$ cat src/rtl/pcm_ramp_pkg.sv
package pcm_ramp_pkg;
  // Strobes from control to datapath
  typedef struct packed {
    logic clear;    // force ramp to zero
    logic load;     // reload from start source
    logic advance;  // apply one saturating step
  } rampStrobe_t;
endpackage

$ cat src/rtl/pcm_ramp_ctrl.sv
module pcm_ramp_ctrl
  import pcm_ramp_pkg::*;
#(
  parameter int NUM_CH      = 4,
  parameter int STEP_CYCLES = 4
) (
  input  logic              clk,
  input  logic              rstN,
  input  logic              rampEn,
  input  logic [NUM_CH-1:0] frameStart,
  input  logic [NUM_CH-1:0] frameSyncEn,
  input  logic              exceed,
  output rampStrobe_t       strobe,
  output logic              rampActive,
  output logic              peakDetect
);
  localparam int CNT_W = (STEP_CYCLES > 1) ? $clog2(STEP_CYCLES) : 1;
  localparam logic [CNT_W-1:0] CNT_LAST = CNT_W'(STEP_CYCLES - 1);

  logic [NUM_CH-1:0] chHit;
  logic              trig;
  logic [CNT_W-1:0]  stepCnt;
  logic              fired;
  logic              fireNow;

  for (genvar g = 0; g < NUM_CH; g++) begin : g_hit
    assign chHit[g] = frameStart[g] & frameSyncEn[g];
  end

  assign trig    = rampEn & (|chHit);
  assign fireNow = rampActive & exceed & ~fired;

  always_comb begin
    strobe.clear   = ~rampEn;
    strobe.load    = trig;
    strobe.advance = rampEn & ~trig & rampActive & (stepCnt == CNT_LAST);
  end

  always_ff @(posedge clk) begin
    if (!rstN || !rampEn) begin
      rampActive <= 1'b0;
      stepCnt    <= '0;
      fired      <= 1'b0;
      peakDetect <= 1'b0;
    end else if (trig) begin
      rampActive <= 1'b1;
      stepCnt    <= '0;
      fired      <= 1'b0;
      peakDetect <= 1'b0;
    end else begin
      peakDetect <= fireNow;
      if (fireNow) fired <= 1'b1;
      if (rampActive) begin
        if (stepCnt == CNT_LAST) stepCnt <= '0;
        else                     stepCnt <= stepCnt + 1'b1;
      end
    end
  end
endmodule

$ cat src/rtl/pcm_ramp_dp.sv
module pcm_ramp_dp
  import pcm_ramp_pkg::*;
#(
  parameter int W        = 12,
  parameter int NUM_FILT = 3,
  parameter int NUM_FE   = 3,
  parameter int FSEL_W   = 2,
  parameter int ESEL_W   = 2
) (
  input  logic                  clk,
  input  logic                  rstN,
  input  rampStrobe_t           strobe,
  input  logic                  startSrcEn,
  input  logic [FSEL_W-1:0]     filtSel,
  input  logic [NUM_FILT*W-1:0] filtOut,
  input  logic [ESEL_W-1:0]     feSel,
  input  logic [NUM_FE*W-1:0]   feSample,
  input  logic [W-1:0]          stepVal,
  input  logic                  endEn,
  input  logic [W-1:0]          endVal,
  output logic [W-1:0]          rampOut,
  output logic                  exceed
);
  logic [W-1:0] startVal;
  logic [W-1:0] selSample;
  logic [W-1:0] limit;
  logic [W:0]   sum;
  logic [W-1:0] nextStep;

  always_comb begin
    startVal = '0;
    if (startSrcEn) begin
      for (int i = 0; i < NUM_FILT; i++) begin
        if (filtSel == FSEL_W'(i)) startVal = filtOut[i*W +: W];
      end
    end
  end

  // Out-of-range front-end select yields full scale: never exceeded
  always_comb begin
    selSample = '1;
    for (int j = 0; j < NUM_FE; j++) begin
      if (feSel == ESEL_W'(j)) selSample = feSample[j*W +: W];
    end
  end

  assign limit = endEn ? endVal : '1;
  assign sum   = {1'b0, rampOut} + {1'b0, stepVal};

  always_comb begin
    if (rampOut >= limit)        nextStep = rampOut;
    else if (sum > {1'b0, limit}) nextStep = limit;
    else                          nextStep = sum[W-1:0];
  end

  assign exceed = rampOut > selSample;

  always_ff @(posedge clk) begin
    if (!rstN || strobe.clear) rampOut <= '0;
    else if (strobe.load)      rampOut <= startVal;
    else if (strobe.advance)   rampOut <= nextStep;
  end
endmodule

$ cat src/rtl/pcm_ramp_gen.sv
module pcm_ramp_gen
  import pcm_ramp_pkg::*;
#(
  parameter int W           = 12,
  parameter int NUM_FILT    = 3,
  parameter int NUM_FE      = 3,
  parameter int NUM_CH      = 4,
  parameter int STEP_CYCLES = 4,
  parameter int FSEL_W      = (NUM_FILT > 1) ? $clog2(NUM_FILT + 1) : 1,
  parameter int ESEL_W      = (NUM_FE > 1) ? $clog2(NUM_FE + 1) : 1
) (
  input  logic                  clk,
  input  logic                  rstN,
  input  logic                  rampEn,
  input  logic                  startSrcEn,
  input  logic [NUM_CH-1:0]     frameStart,
  input  logic [NUM_CH-1:0]     frameSyncEn,
  input  logic [FSEL_W-1:0]     filtSel,
  input  logic [NUM_FILT*W-1:0] filtOut,
  input  logic [ESEL_W-1:0]     feSel,
  input  logic [NUM_FE*W-1:0]   feSample,
  input  logic [W-1:0]          stepVal,
  input  logic                  endEn,
  input  logic [W-1:0]          endVal,
  output logic [W-1:0]          rampOut,
  output logic                  rampActive,
  output logic                  peakDetect
);
  rampStrobe_t strobe;
  logic        exceed;

  pcm_ramp_ctrl #(.NUM_CH(NUM_CH), .STEP_CYCLES(STEP_CYCLES)) u_ctrl (
    .clk(clk), .rstN(rstN), .rampEn(rampEn),
    .frameStart(frameStart), .frameSyncEn(frameSyncEn),
    .exceed(exceed), .strobe(strobe),
    .rampActive(rampActive), .peakDetect(peakDetect)
  );

  pcm_ramp_dp #(.W(W), .NUM_FILT(NUM_FILT), .NUM_FE(NUM_FE),
                .FSEL_W(FSEL_W), .ESEL_W(ESEL_W)) u_dp (
    .clk(clk), .rstN(rstN), .strobe(strobe),
    .startSrcEn(startSrcEn), .filtSel(filtSel), .filtOut(filtOut),
    .feSel(feSel), .feSample(feSample), .stepVal(stepVal),
    .endEn(endEn), .endVal(endVal), .rampOut(rampOut), .exceed(exceed)
  );
endmodule

$ cat config.mk
export PLATFORM = sky130hd
export DESIGN_NAME = pcm_ramp_gen
export DESIGN_NICKNAME = d
export VERILOG_FILES = /design/src/rtl/pcm_ramp_pkg.sv /design/src/rtl/pcm_ramp_ctrl.sv /design/src/rtl/pcm_ramp_dp.sv /design/src/rtl/pcm_ramp_gen.sv
export SDC_FILE = /design/constraint.sdc
export NUM_CORES = 1
export LEC_CHECK = 0
export BUFFER_PORTS_ARGS = -buffer_cell sky130_fd_sc_hd__buf_2
export CORE_UTILIZATION = 53
export CTS_BUF_LIST = sky130_fd_sc_hd__clkbuf_8
export CTS_CLUSTER_SIZE = 28
export DETAILED_ROUTE_END_ITERATION = 7
export GPL_ROUTABILITY_DRIVEN = 0
export HOLD_SLACK_MARGIN = 0.1
export PLACE_DENSITY = 0.95
export REMOVE_ABC_BUFFERS = 1
export SYNTH_ARGS = -nofsm -noshare
export SYNTH_HDL_FRONTEND = slang
export SYNTH_SLANG_ARGS = --single-unit
$ cat constraint.sdc
create_clock -name clk -period 6.3 [get_ports clk]
set_clock_uncertainty 0.2 [all_clocks]
set_input_delay 0.945 -clock clk [delete_from_list [all_inputs] [get_ports clk]]
set_output_delay 0.945 -clock clk [all_outputs]
set_load 0.01 [all_outputs]
Yosys cells after proc, flatten, opt, wreduce, memory -nomap -nowiden --
Index checks and enable logic that the tools add are counted.
Operators by class: multiplexer cells 13, equality and inequality tests 6, bitwise operators 13, order comparisons 3, add/subtract/negate cells 2, reductions and logical operators 10
Operators by type and width (number):
- $mux W12 | 12
- $add A12 B12 Y13 | 1
- $gt A13 B12 Y1 | 1
- $ge A12 B12 Y1 | 1
- $gt A12 B12 Y1 | 1
- $and A1 B1 Y1 | 10
- $eq A2 B2 Y1 const B | 3
- $eq A2 B1 Y1 const B | 2
- $logic_not A2 Y1 | 2
- $reduce_or A4 Y1 | 1
- $not A1 Y1 | 3
- $add A2 B1 Y2 const B | 1
- $logic_not A1 Y1 | 2
- $logic_or A1 B1 Y1 | 2
- $mux W2 | 1
- $ne A2 B2 Y1 const B | 1
- $reduce_and A2 Y1 | 1
- $reduce_bool A2 Y1 | 1
- $reduce_or A2 Y1 | 1
Word-level totals: flip-flop bits (word level) 17, output and inout bits 14

Depth between registers and ports, before layout --
Gate-level depths: netlist of the first run.
depth in word-level cells 9, depth in mapped cells 17, gate-level depth less buffers 17

Cells and area by module --
From an unflattened synthesis of the first run, not the netlist that was laid out.
Second synthesis, totals: cell total of the unflattened synthesis 361, area, all modules 2822.7 um2
Modules (own cells, without submodules):
- pcm_ramp_dp | area an instance 2578.7 um2, cells each 337, instances 1
- pcm_ramp_ctrl | area an instance 244.0 um2, cells each 24, instances 1

Worst setup path before layout of the first run --
No wires, ideal clock.
kind input -> register, start point in stepVal[0], end point reg u_dp.rampOut[0], path slack 1967 ps, stages on the path 17, required time 5981 ps, buffers on the path 0, arrival time 4015 ps, setup time 119 ps, path through ha_1 -> inv_1 -> fa_1 -> nor2b_1 -> o2111a_1 -> o31ai_1 -> a21boi_0 -> o21ai_0 -> o31a_1 -> ha_1 -> a21o_1 -> a21o_1 -> a21oi_1 -> o211ai_1 -> nor2_1 -> a211oi_1 -> o221a_2
On the way: word-level cells in the longest chain between the ends 6
Ends and longest elaborated chain:
- start, declared | line pcm_ramp_gen.sv:22 | input logic [W-1:0] stepVal,
- $add A12 B12 Y13 (*) | line pcm_ramp_dp.sv:48 | assign sum = {1'b0, rampOut} + {1'b0, stepVal};
- $gt A13 B12 Y1 | line pcm_ramp_dp.sv:52 | else if (sum > {1'b0, limit}) nextStep = limit;
- $mux W12 (*) | line pcm_ramp_dp.sv:52
- $mux W12 (*) | line pcm_ramp_dp.sv:51 | if (rampOut >= limit) nextStep = rampOut;
- $mux W12 (*) | line pcm_ramp_dp.sv:61 | else if (strobe.advance) rampOut <= nextStep;
- $mux W12 (*) | line pcm_ramp_dp.sv:60 | else if (strobe.load) rampOut <= startVal;
- end signal, assigned | line pcm_ramp_dp.sv:60
- end signal, assigned | line pcm_ramp_dp.sv:61
- end, declared | line pcm_ramp_dp.sv:21 | output logic [W-1:0] rampOut,
Mark *: on every way between the ends. The rest lies on a longest branch, timed or not. The select of a mux whose other input is x is not followed. A chain may end at the register's enable or synchronous reset.

Worst setup path after layout of the first run --
Same ends and word-level chain as after synthesis.

==> results.json, run 1 <==
{
  "status": "complete, no violations",
  "critPathMaxFanout": 7,
  "root_buffer": "clkbuf_8",
  "synth_cells": 368,
  "port_buffers": 126,
  "n_antenna_cell": 0,
  "ys_ff_latch": 17,
  "critPathBufInv": 2,
  "cts_tree": "done",
  "wirelength_um": 8840,
  "dp.cells": 554,
  "setup_ws_ns": 1.58,
  "timing_hold_violations_final": 0,
  "ant_nets": 0,
  "die_y_um": 75.0,
  "slew_headroom_pct": 44.6,
  "yosysWarnings": 0,
  "switchingPower_mw": 0.156,
  "critPathMaxStageDelay_ns": 0.41,
  "yosysSeqAreaShare_pct": 12.0,
  "final_util_pct": 69.3,
  "htree_levels": 1,
  "rsz0062_at_grt": "false",
  "post-route-period-util_pct": 74.9,
  "grt_pass1_vias": 3132,
  "dr.pass1.iters": 7,
  "postSynthAreaPerCell_um2": 7.68,
  "cp.arrival_ns": 4.67,
  "hold_slack_ns": 0.244,
  "ys_types": 53,
  "worstPathRequired_ns": 6.25,
  "tightest_slew_ns": 0.829,
  "clock_path_buffers": 2,
  "path_delay_family": "compound AO/OA/AOI/OAI gates",
  "layout_min_cycle_time_ns": 4.72,
  "final_cells": 558,
  "cts_resized": 0,
  "netlist_area_um2": 2830,
  "seqPwrFrac_pct": 29.0,
  "critPathLaunchType": "input port",
  "min_from": "u_ctrl.fired$_SDFFE_PP0P_",
  "dp_hpwl_um": 7480,
  "pre_cts_ws_ns": 1.45,
  "grt-ovfl-total": 0,
  "yosysTopAreaCell": "ha_1",
  "fin_nets": 652,
  "drtIter0Drc": 201,
  "start_util_pct": 55.3,
  "synthFlopType": "dfxtp_1",
  "min_path_type": "reg -> reg",
  "num_io_pins": 127,
  "leakagePower_nw": 1.84,
  "clock_latency_ns": 0.25,
  "cts_sinks": 17,
  "crit_start": "stepVal[0]",
  "dieArea_um2": 5630,
  "yosysMostFrequentCell": "ha_1",
  "power_per_cell_area_nw_per_um2": 114,
  "grt_pass1_wl_um": 13700,
  "yosysTopAreaCellShare_pct": 21.7,
  "switching_share_pct": 38.5,
  "dr_total_vias": 3404,
  "fmax_mhz": 212,
  "totalNegativeSetupSlack_ns": 0,
  "cts_buffers": 3,
  "clkTransAtPathRegs_ns": 0.07,
  "cts_setup_buffers": 0,
  "wl_per_cell_um": 15.8,
  "combPwrFrac_pct": 51.1,
  "async_flop_share_pct": 0,
  "rr_startpoint": "u_dp.rampOut[0]$_SDFFE_PP0P_",
  "path_cells": "buf_2 -> ha_1 -> inv_1 -> fa_1 -> nor2b_1 -> o2111a_1 -> o31ai_1 -> a21boi_0 -> o21ai_0 -> o31a_1 -> ha_1 -> a21o_1 -> a21o_1 -> a21oi_1 -> o211ai_1 -> nor2_1 -> a211oi_1 -> o221a_2",
  "place_area_um2": 3500,
  "final_max_slew_viol_count": 0,
  "fin_area_um2": 3540,
  "row_count": 26,
  "end_kind": "register",
  "n_fill_cell": 438,
  "critical_path_class": "in -> reg",
  "via_per_inst": 6.10,
  "fp.dieW_um": 75.0,
  "maxCapViolCount": 0,
  "internal_power_mw": 0.248,
  "grt_usage_pct": 31.8,
  "syn2layout_area_growth_pct": 25.3,
  "setup_viol": 0,
  "ir_worst_vdd_mv": 0.0667,
  "drc_errors": 0,
  "grt_max_degree": 16,
  "antenna_found_initial": 0,
  "power_mw": 0.404,
  "fp.coreArea_um2": 5110,
  "synth_common_cells": "ha_1, nor2_1, o21ai_0, a21oi_1, nand2_1",
  "cp_slowest_cell": "fa_1",
  "ys_top_cells_by_area": "ha_1, dfxtp_1, o21ai_0",
  "synth-edff-count": 0,
  "final_layout_size_suffix_gt1_share_pct": 30.1,
  "ctsHoldBuffers": 0,
  "clkPwrFrac_pct": 19.9
}
layer usage:
metal / GRT usage [%] / wire, um
met5: 0 / 0
met4: 14.7 / 367
met3: 6.83 / 840
met2: 54.7 / 4110
met1: 37.9 / 3520
registers in the layout, indices dropped and copies added, names as in the netlist:
signal             count
u_dp.rampOut          12
u_ctrl.stepCnt         2
u_ctrl.fired           1
u_ctrl.peakDetect      1
u_ctrl.rampActive      1
cells by family (layout without fill, tap and decap cells):
family / Yosys count / after routing / synth area share [%]
DFF: 17 / 17 / 12.0
adders and majority gates: 50 / 50 / 22.4
AOI/OAI and AO/OA: 130 / 130 / 30.2
muxes: 25 / 25 / 9.39
xor gates and xnor gates: 7 / 7 / 2.17
buffers and inverters: 23 / 143 / 3.41
and+or+nand+nor: 116 / 116 / 20.3
cell usage in the layout, fill, tap and decap left out, types with 5 or more instances in the layout:
master,n
a31oi_1,5
inv_1,14
a21o_1,10
o21ai_0,31
dfxtp_1,17
o221a_2,5
mux2_2,12
a21oi_1,26
xnor2_1,6
nand2b_1,8
mux2i_1,13
a211oi_1,8
buf_2,126
and2_1,5
nand2_1,25
nor2b_1,17
ha_1,49
nor2_1,33
o22ai_1,11
nand3_1,9
final cells by class:
class,count,area (um^2),area share [%]
multi-input cells,328,2390,67.5
repair buffers,126,631,17.8
flip-flops and latches,17,340,9.61
well taps,70,87.6,2.47
inverters,13,48.8,1.38
clock buffers,3,41.3,1.17
clock inverters,1,3.75,0.106
power by group through the flow:
stage / Clock (mW) / Sequential, mW / Combinational (mW)
final: 0.0805 / 0.117 / 0.206
after global routing: 0.0878 / 0.118 / 0.228
after CTS: 0.0810 / 0.117 / 0.202
after detailed placement: 0 / 0.119 / 0.201
after global placement: 0 / 0.119 / 0.190
after floorplan: 0 / 0.118 / 0.122
worst paths after layout:
path	endpoint	slack, ns	cells after the start
setup / recovery	u_dp.rampOut[0]$_SDFFE_PP0P_	1.58	18
hold / removal	u_ctrl.peakDetect$_SDFF_PP0_	0.24	1
setup reg to reg	u_dp.rampOut[0]$_SDFFE_PP0P_	1.90	17
hold reg to reg	u_ctrl.peakDetect$_SDFF_PP0_	0.24	1
Power figures use the tool's default switching activity.
==> run 2, diff against run 1 <==
--- a/config.mk
+++ b/config.mk
@@ -6,7 +6,7 @@
 export NUM_CORES = 1
 export LEC_CHECK = 0
 export BUFFER_PORTS_ARGS = -buffer_cell sky130_fd_sc_hd__buf_2
-export CORE_UTILIZATION = 53
+export CORE_UTILIZATION = 50
 export CTS_BUF_LIST = sky130_fd_sc_hd__clkbuf_8
 export CTS_CLUSTER_SIZE = 28
 export DETAILED_ROUTE_END_ITERATION = 7
==> constraint.sdc (replaced) <==
create_clock -name clk -period 4.75 [get_ports clk]
set_clock_uncertainty 0.2 [all_clocks]
set_input_delay 0.7125 -clock clk [delete_from_list [all_inputs] [get_ports clk]]
set_output_delay 0.7125 -clock clk [all_outputs]
set_load 0.01 [all_outputs]
==> run 2 against run 1 <==
Critical path type unchanged. Clock power up 32%. Power up 33%. Die area up 5.8%.
==> results.json, run 2 (same netlist as run 1, synthesis figures left out) <==
{
  "min_to": "u_ctrl.peakDetect$_SDFF_PP0_",
  "wl_per_cell_um": 16.3,
  "syn2layout_area_growth_pct": 26.0,
  "power_per_cell_area_nw_per_um2": 151,
  "critPathLaunchType": "input port",
  "htree_levels": 1,
  "dp_hpwl_um": 7680,
  "start_util_pct": 51.6,
  "root_buffer": "clkbuf_8",
  "timing_hold_violations_final": 0,
  "grt_max_degree": 16,
  "grt_pass1_vias": 3309,
  "clock_latency_ns": 0.25,
  "clkTransAtPathRegs_ns": 0.07,
  "reg_top3": "u_dp.rampOut (12), u_ctrl.stepCnt (2)",
  "ir_worst_vdd_mv": 0.109,
  "port_buffers": 126,
  "ctsHoldBuffers": 0,
  "cts_buffers": 3,
  "post-route-period-util_pct": 93.5,
  "wirelength_um": 9170,
  "final_layout_size_suffix_gt1_share_pct": 30.6,
  "dieArea_um2": 5960,
  "row_count": 27,
  "dr.pass1.iters": 5,
  "rr_startpoint": "u_dp.rampOut[0]$_SDFFE_PP0P_",
  "critPathMaxFanout": 7,
  "maxCapViolCount": 0,
  "final_common_cell": "buf_2",
  "leakagePower_nw": 1.85,
  "power_mw": 0.538,
  "r2r_slack_ns": 0.39,
  "regMostFlops": "u_dp.rampOut",
  "totalNegativeSetupSlack_ns": 0,
  "layout_min_cycle_time_ns": 4.44,
  "via_per_inst": 6.12,
  "most-common-layout-cells": "buf_2, ha_1, nor2_1, o21ai_0, a21oi_1",
  "cts_resized": 0,
  "num_io_pins": 127,
  "hold_depth": 1,
  "rr_endpoint": "u_dp.rampOut[0]$_SDFFE_PP0P_",
  "grt_pass1_wl_um": 14700,
  "end_kind": "register",
  "cp.arrival_ns": 4.39,
  "slew_headroom_pct": 43.5,
  "ant_nets": 0,
  "fp.coreArea_um2": 5470,
  "cts_sinks": 17,
  "die_y_um": 77.2,
  "critical_path_class": "in -> reg",
  "fin_nets": 654,
  "largest_register_ffs": 12,
  "grt-ovfl-total": 0,
  "fp.dieW_um": 77.2,
  "clock_path_buffers": 2,
  "worstPathRequired_ns": 4.70,
  "drtIter0Drc": 235,
  "crit_start": "stepVal[0]",
  "cts_tree": "done",
  "drc_errors": 0,
  "status": "complete, no violations",
  "tightest_slew_ns": 0.846,
  "min_from": "u_ctrl.fired$_SDFFE_PP0P_",
  "fmax_mhz": 225,
  "n_antenna_cell": 0,
  "rsz0062_at_grt": "false",
  "antenna_found_initial": 0,
  "min_path_type": "reg -> reg",
  "dr_total_vias": 3439,
  "setup_viol": 0,
  "cts_setup_buffers": 0,
  "final_max_slew_viol_count": 0,
  "reg2reg_depth": 17,
  "grt_usage_pct": 30.2
}
[run 2: cell count changes in the layout (fill, tap and decap cells not counted), sizes merged]
cell,delta
clkinv,+1
buf,+2
inv,-1
[run 2: report_power, final]
group	total (mW)	internal, mW	switching [mW]
logic	0.278	0.126	0.152
registers	0.155	0.147	0.00789
clock network	0.106	0.0581	0.0475
[run 2: per-layer routing]
metal | GRT usage (%) | part of all wire [%]
met2 | 52.4 | 45
met5 | 0 | 0
met3 | 6.07 | 11
met1 | 35.9 | 40
met4 | 12.1 | 3.3
[run 2: worst max path at each step]
stage,end,slack (ns)
CTS,u_dp.rampOut[0]$_SDFFE_PP0P_,0.41
finish,u_dp.rampOut[0]$_SDFFE_PP0P_,0.31
floorplan,u_dp.rampOut[0]$_SDFFE_PP0P_,0.65
detailed placement,u_dp.rampOut[0]$_SDFFE_PP0P_,0.16
global route,u_dp.rampOut[0]$_SDFFE_PP0P_,0.08
global placement,u_dp.rampOut[0]$_SDFFE_PP0P_,0.30
[run 2: critical path: stages]
cell,delay (ns)
buf_2,0.09
ha_1,0.20
inv_1,0.07
fa_1,0.41
nor2b_1,0.21
o2111a_1,0.22
o31ai_1,0.09
a21boi_0,0.31
o21ai_0,0.16
o31a_1,0.13
ha_1,0.29
and3_1,0.20
nand4_1,0.12
a21oi_1,0.20
o211ai_1,0.21
nor2_1,0.36
a211oi_1,0.14
o221a_2,0.28
[run 2: metrics by stage]
stage	hold slack (ns)	utilization, %	worst slack, ns	cells	instance area, um^2
after floorplan	0.210	-	0.649	358	2780
after global placement	0.225	64.2	0.296	558	3510
after detailed placement	0.249	64.2	0.158	558	3510
after CTS	0.258	65.0	0.414	562	3560
after global routing	0.289	65.0	0.0819	562	3560
final	0.253	65.0	0.308	562	3560
[run 2: layout make-up]
cell class	count	area, um^2
Clock buffer	3	41.3
Clock inverter	1	5.00
Fill cell	451	1910
Inverter	13	48.8
Multi-Input combinational cell	328	2390
Sequential cell	17	340
Tap cell	72	90.1
Timing Repair Buffer	128	646
==> run 3, diff against run 2 <==
--- a/config.mk
+++ b/config.mk
@@ -6,6 +6,7 @@
 export NUM_CORES = 1
 export LEC_CHECK = 0
 export BUFFER_PORTS_ARGS = -buffer_cell sky130_fd_sc_hd__buf_2
+export CAP_MARGIN = 10
 export CORE_UTILIZATION = 50
 export CTS_BUF_LIST = sky130_fd_sc_hd__clkbuf_8
 export CTS_CLUSTER_SIZE = 28
==> constraint.sdc (replaced) <==
create_clock -name clk -period 4.4 [get_ports clk]
set_clock_uncertainty 0.2 [all_clocks]
set_input_delay 0.66 -clock clk [delete_from_list [all_inputs] [get_ports clk]]
set_output_delay 0.66 -clock clk [all_outputs]
set_load 0.01 [all_outputs]
==> run 3 against run 2 <==
Via count grew 3.3%. Count of clock-buffer cells in the layout did not move. Design area increased by 1.5%. Core utilization up 0.98 points. First-iteration DRC count is 11% higher. Sequential power grew 6%. Die area is the same. Setup slack got worse by 0.18 ns. Global-route usage up 2.0 points. Critical path type unchanged. Critical endpoint is now u_dp.rampOut[6]$_SDFFE_PP0P_.
==> results.json, run 3 (same netlist as run 1, synthesis figures left out) <==
{
  "regMostFlops": "u_dp.rampOut",
  "clock_path_buffers": 2,
  "start_util_pct": 51.6,
  "final_max_slew_viol_count": 0,
  "row_count": 27,
  "critPathBufInv": 4,
  "cts_sinks": 17,
  "pre_cts_ws_ns": -0.258,
  "r2r_slack_ns": 0.18,
  "min_path_type": "reg -> reg",
  "final_layout_size_suffix_gt1_share_pct": 31.9,
  "dr.pass1.iters": 6,
  "antenna_found_initial": 0,
  "grt_pass1_wl_um": 15500,
  "path_cells": "buf_2 -> ha_1 -> inv_1 -> fa_1 -> nor2b_2 -> o2111a_1 -> o31ai_1 -> a21boi_1 -> buf_4 -> o31a_1 -> ha_1 -> a21o_1 -> a21o_1 -> a21oi_1 -> o211ai_1 -> buf_4 -> o21ai_0 -> o21ai_0 -> o221a_2",
  "timing_hold_violations_final": 0,
  "fin_area_um2": 3610,
  "rr_startpoint": "u_dp.rampOut[0]$_SDFFE_PP0P_",
  "status": "complete, no violations",
  "drtIter0Drc": 260,
  "root_buffer": "clkbuf_8",
  "reg_top3": "u_dp.rampOut (12), u_ctrl.stepCnt (2)",
  "fmax_mhz": 234,
  "slew_headroom_pct": 44.5,
  "post-route-period-util_pct": 97.0,
  "maxCapViolCount": 0,
  "power_per_cell_area_nw_per_um2": 164,
  "final_common_cell": "buf_2",
  "grt_usage_pct": 32.1,
  "min_to": "u_ctrl.peakDetect$_SDFF_PP0_",
  "leakagePower_nw": 1.88,
  "clock_latency_ns": 0.25,
  "critPathMaxStageDelay_ns": 0.32,
  "most-common-layout-cells": "buf_2, ha_1, nor2_1, o21ai_0, a21oi_1",
  "wirelength_um": 9590,
  "cp.arrival_ns": 4.22,
  "grt_pass1_vias": 3440,
  "rr_endpoint": "u_dp.rampOut[6]$_SDFFE_PP0P_",
  "port_buffers": 126,
  "ctsHoldBuffers": 0,
  "dieArea_um2": 5960,
  "ant_nets": 0,
  "via_per_inst": 6.25,
  "die_y_um": 77.2,
  "dr_total_vias": 3552,
  "fp.dieW_um": 77.2,
  "hold_depth": 1,
  "path_delay_family": "compound AO/OA/AOI/OAI gates",
  "clkTransAtPathRegs_ns": 0.07,
  "layout_min_cycle_time_ns": 4.27,
  "final_util_pct": 66.0,
  "cts_buffers": 3,
  "n_antenna_cell": 0,
  "setup_viol": 0,
  "reg2reg_depth": 18,
  "place_area_um2": 3550,
  "drc_errors": 0,
  "cp_slowest_cell": "o31ai_1",
  "num_io_pins": 127,
  "critical_path_class": "in -> reg",
  "totalNegativeSetupSlack_ns": 0,
  "htree_levels": 1,
  "fin_nets": 660,
  "end_kind": "register",
  "tightest_slew_ns": 0.831,
  "grt-ovfl-total": 0,
  "cts_tree": "done",
  "dp_hpwl_um": 8120,
  "largest_register_ffs": 12,
  "critPathLaunchType": "input port",
  "worstPathRequired_ns": 4.35,
  "grt_max_degree": 16,
  "critPathMaxFanout": 6,
  "syn2layout_area_growth_pct": 27.9,
  "setup_ws_ns": 0.131,
  "ir_worst_vdd_mv": 0.117,
  "fp.coreArea_um2": 5470,
  "wl_per_cell_um": 16.9,
  "min_from": "u_ctrl.fired$_SDFFE_PP0P_"
}
-- run 3: changes by cell type in the layout (fill, tap and decap cells not counted) --
cell,change
buf_4,+6
a21boi_0,-1
a21boi_1,+1
clkinv_2,-1
inv_1,+1
nor2_1,-1
nor2_2,+1
nor2b_1,-1
nor2b_2,+1
nor3b_1,-1
nor3b_2,+1
-- run 3: worst reg2reg max path: stages, from the launching register on --
cell and delay (ns):
dfxtp_1 0.41, ha_1 0.24, inv_1 0.07, fa_1 0.41
nor2b_2 0.20, o2111a_1 0.22, o31ai_1 0.10, a21boi_1 0.25
o21ai_0 0.16, o31a_1 0.14, ha_1 0.29, a21o_1 0.16
a21o_1 0.17, a21oi_1 0.16, o211ai_1 0.16, buf_4 0.18
o21ai_0 0.19, o21ai_0 0.14, o221a_2 0.26
-- run 3: routing by layer --
metal / track usage (%) / up-vias / share of wire, %
met3: 5.36 / 36 / 11
met5: 0 / - / 0
met1: 36.6 / 1588 / 37
li1: - / 1661 / -
met2: 57.8 / 267 / 48
met4: 14.5 / 0 / 3.4
-- run 3: layout make-up --
type / instances / area [um^2]
Timing Repair Buffer: 134 / 691
Clock inverter: 1 / 3.75
Inverter: 13 / 48.8
Fill cell: 460 / 1860
Multi-Input combinational cell: 328 / 2400
Sequential cell: 17 / 340
Clock buffer: 3 / 41.3
Tap cell: 72 / 90.1
-- run 3: per-stage QoR --
step	hold slack (ns)	power (mW)	std cells
floorplan	0.210	0.344	358
global placement	0.224	0.452	563
detailed placement	0.235	0.469	563
CTS	0.244	0.582	567
global route	0.259	0.633	568
finish	0.240	0.592	568
-- run 3: what timing repair did --
action / 4_1_cts / 5_1_grt
endpoints found under the setup margin: 0 / 10
buffers inserted: 0 / 1
hold endpoints to repair: 0 / 0
resized for setup: 0 / 4
-- run 3: worst max-delay path by stage --
stage,startpoint,end,slack [ns],cells after the start
finish,stepVal[0],u_dp.rampOut[6]$_SDFFE_PP0P_,0.13,19
global route,stepVal[0],u_dp.rampOut[6]$_SDFFE_PP0P_,-0.03,19
CTS,stepVal[0],u_dp.rampOut[0]$_SDFFE_PP0P_,0.01,18
detailed placement,stepVal[0],u_dp.rampOut[0]$_SDFFE_PP0P_,-0.26,18
global placement,stepVal[0],u_dp.rampOut[0]$_SDFFE_PP0P_,0.12,18
floorplan,stepVal[0],u_dp.rampOut[0]$_SDFFE_PP0P_,0.35,17
-- run 3: power by group --
part           total, mW  switching, mW  internal, mW
Sequential         0.165        0.00611         0.159
Clock              0.117         0.0546        0.0620
Combinational      0.311          0.170         0.141
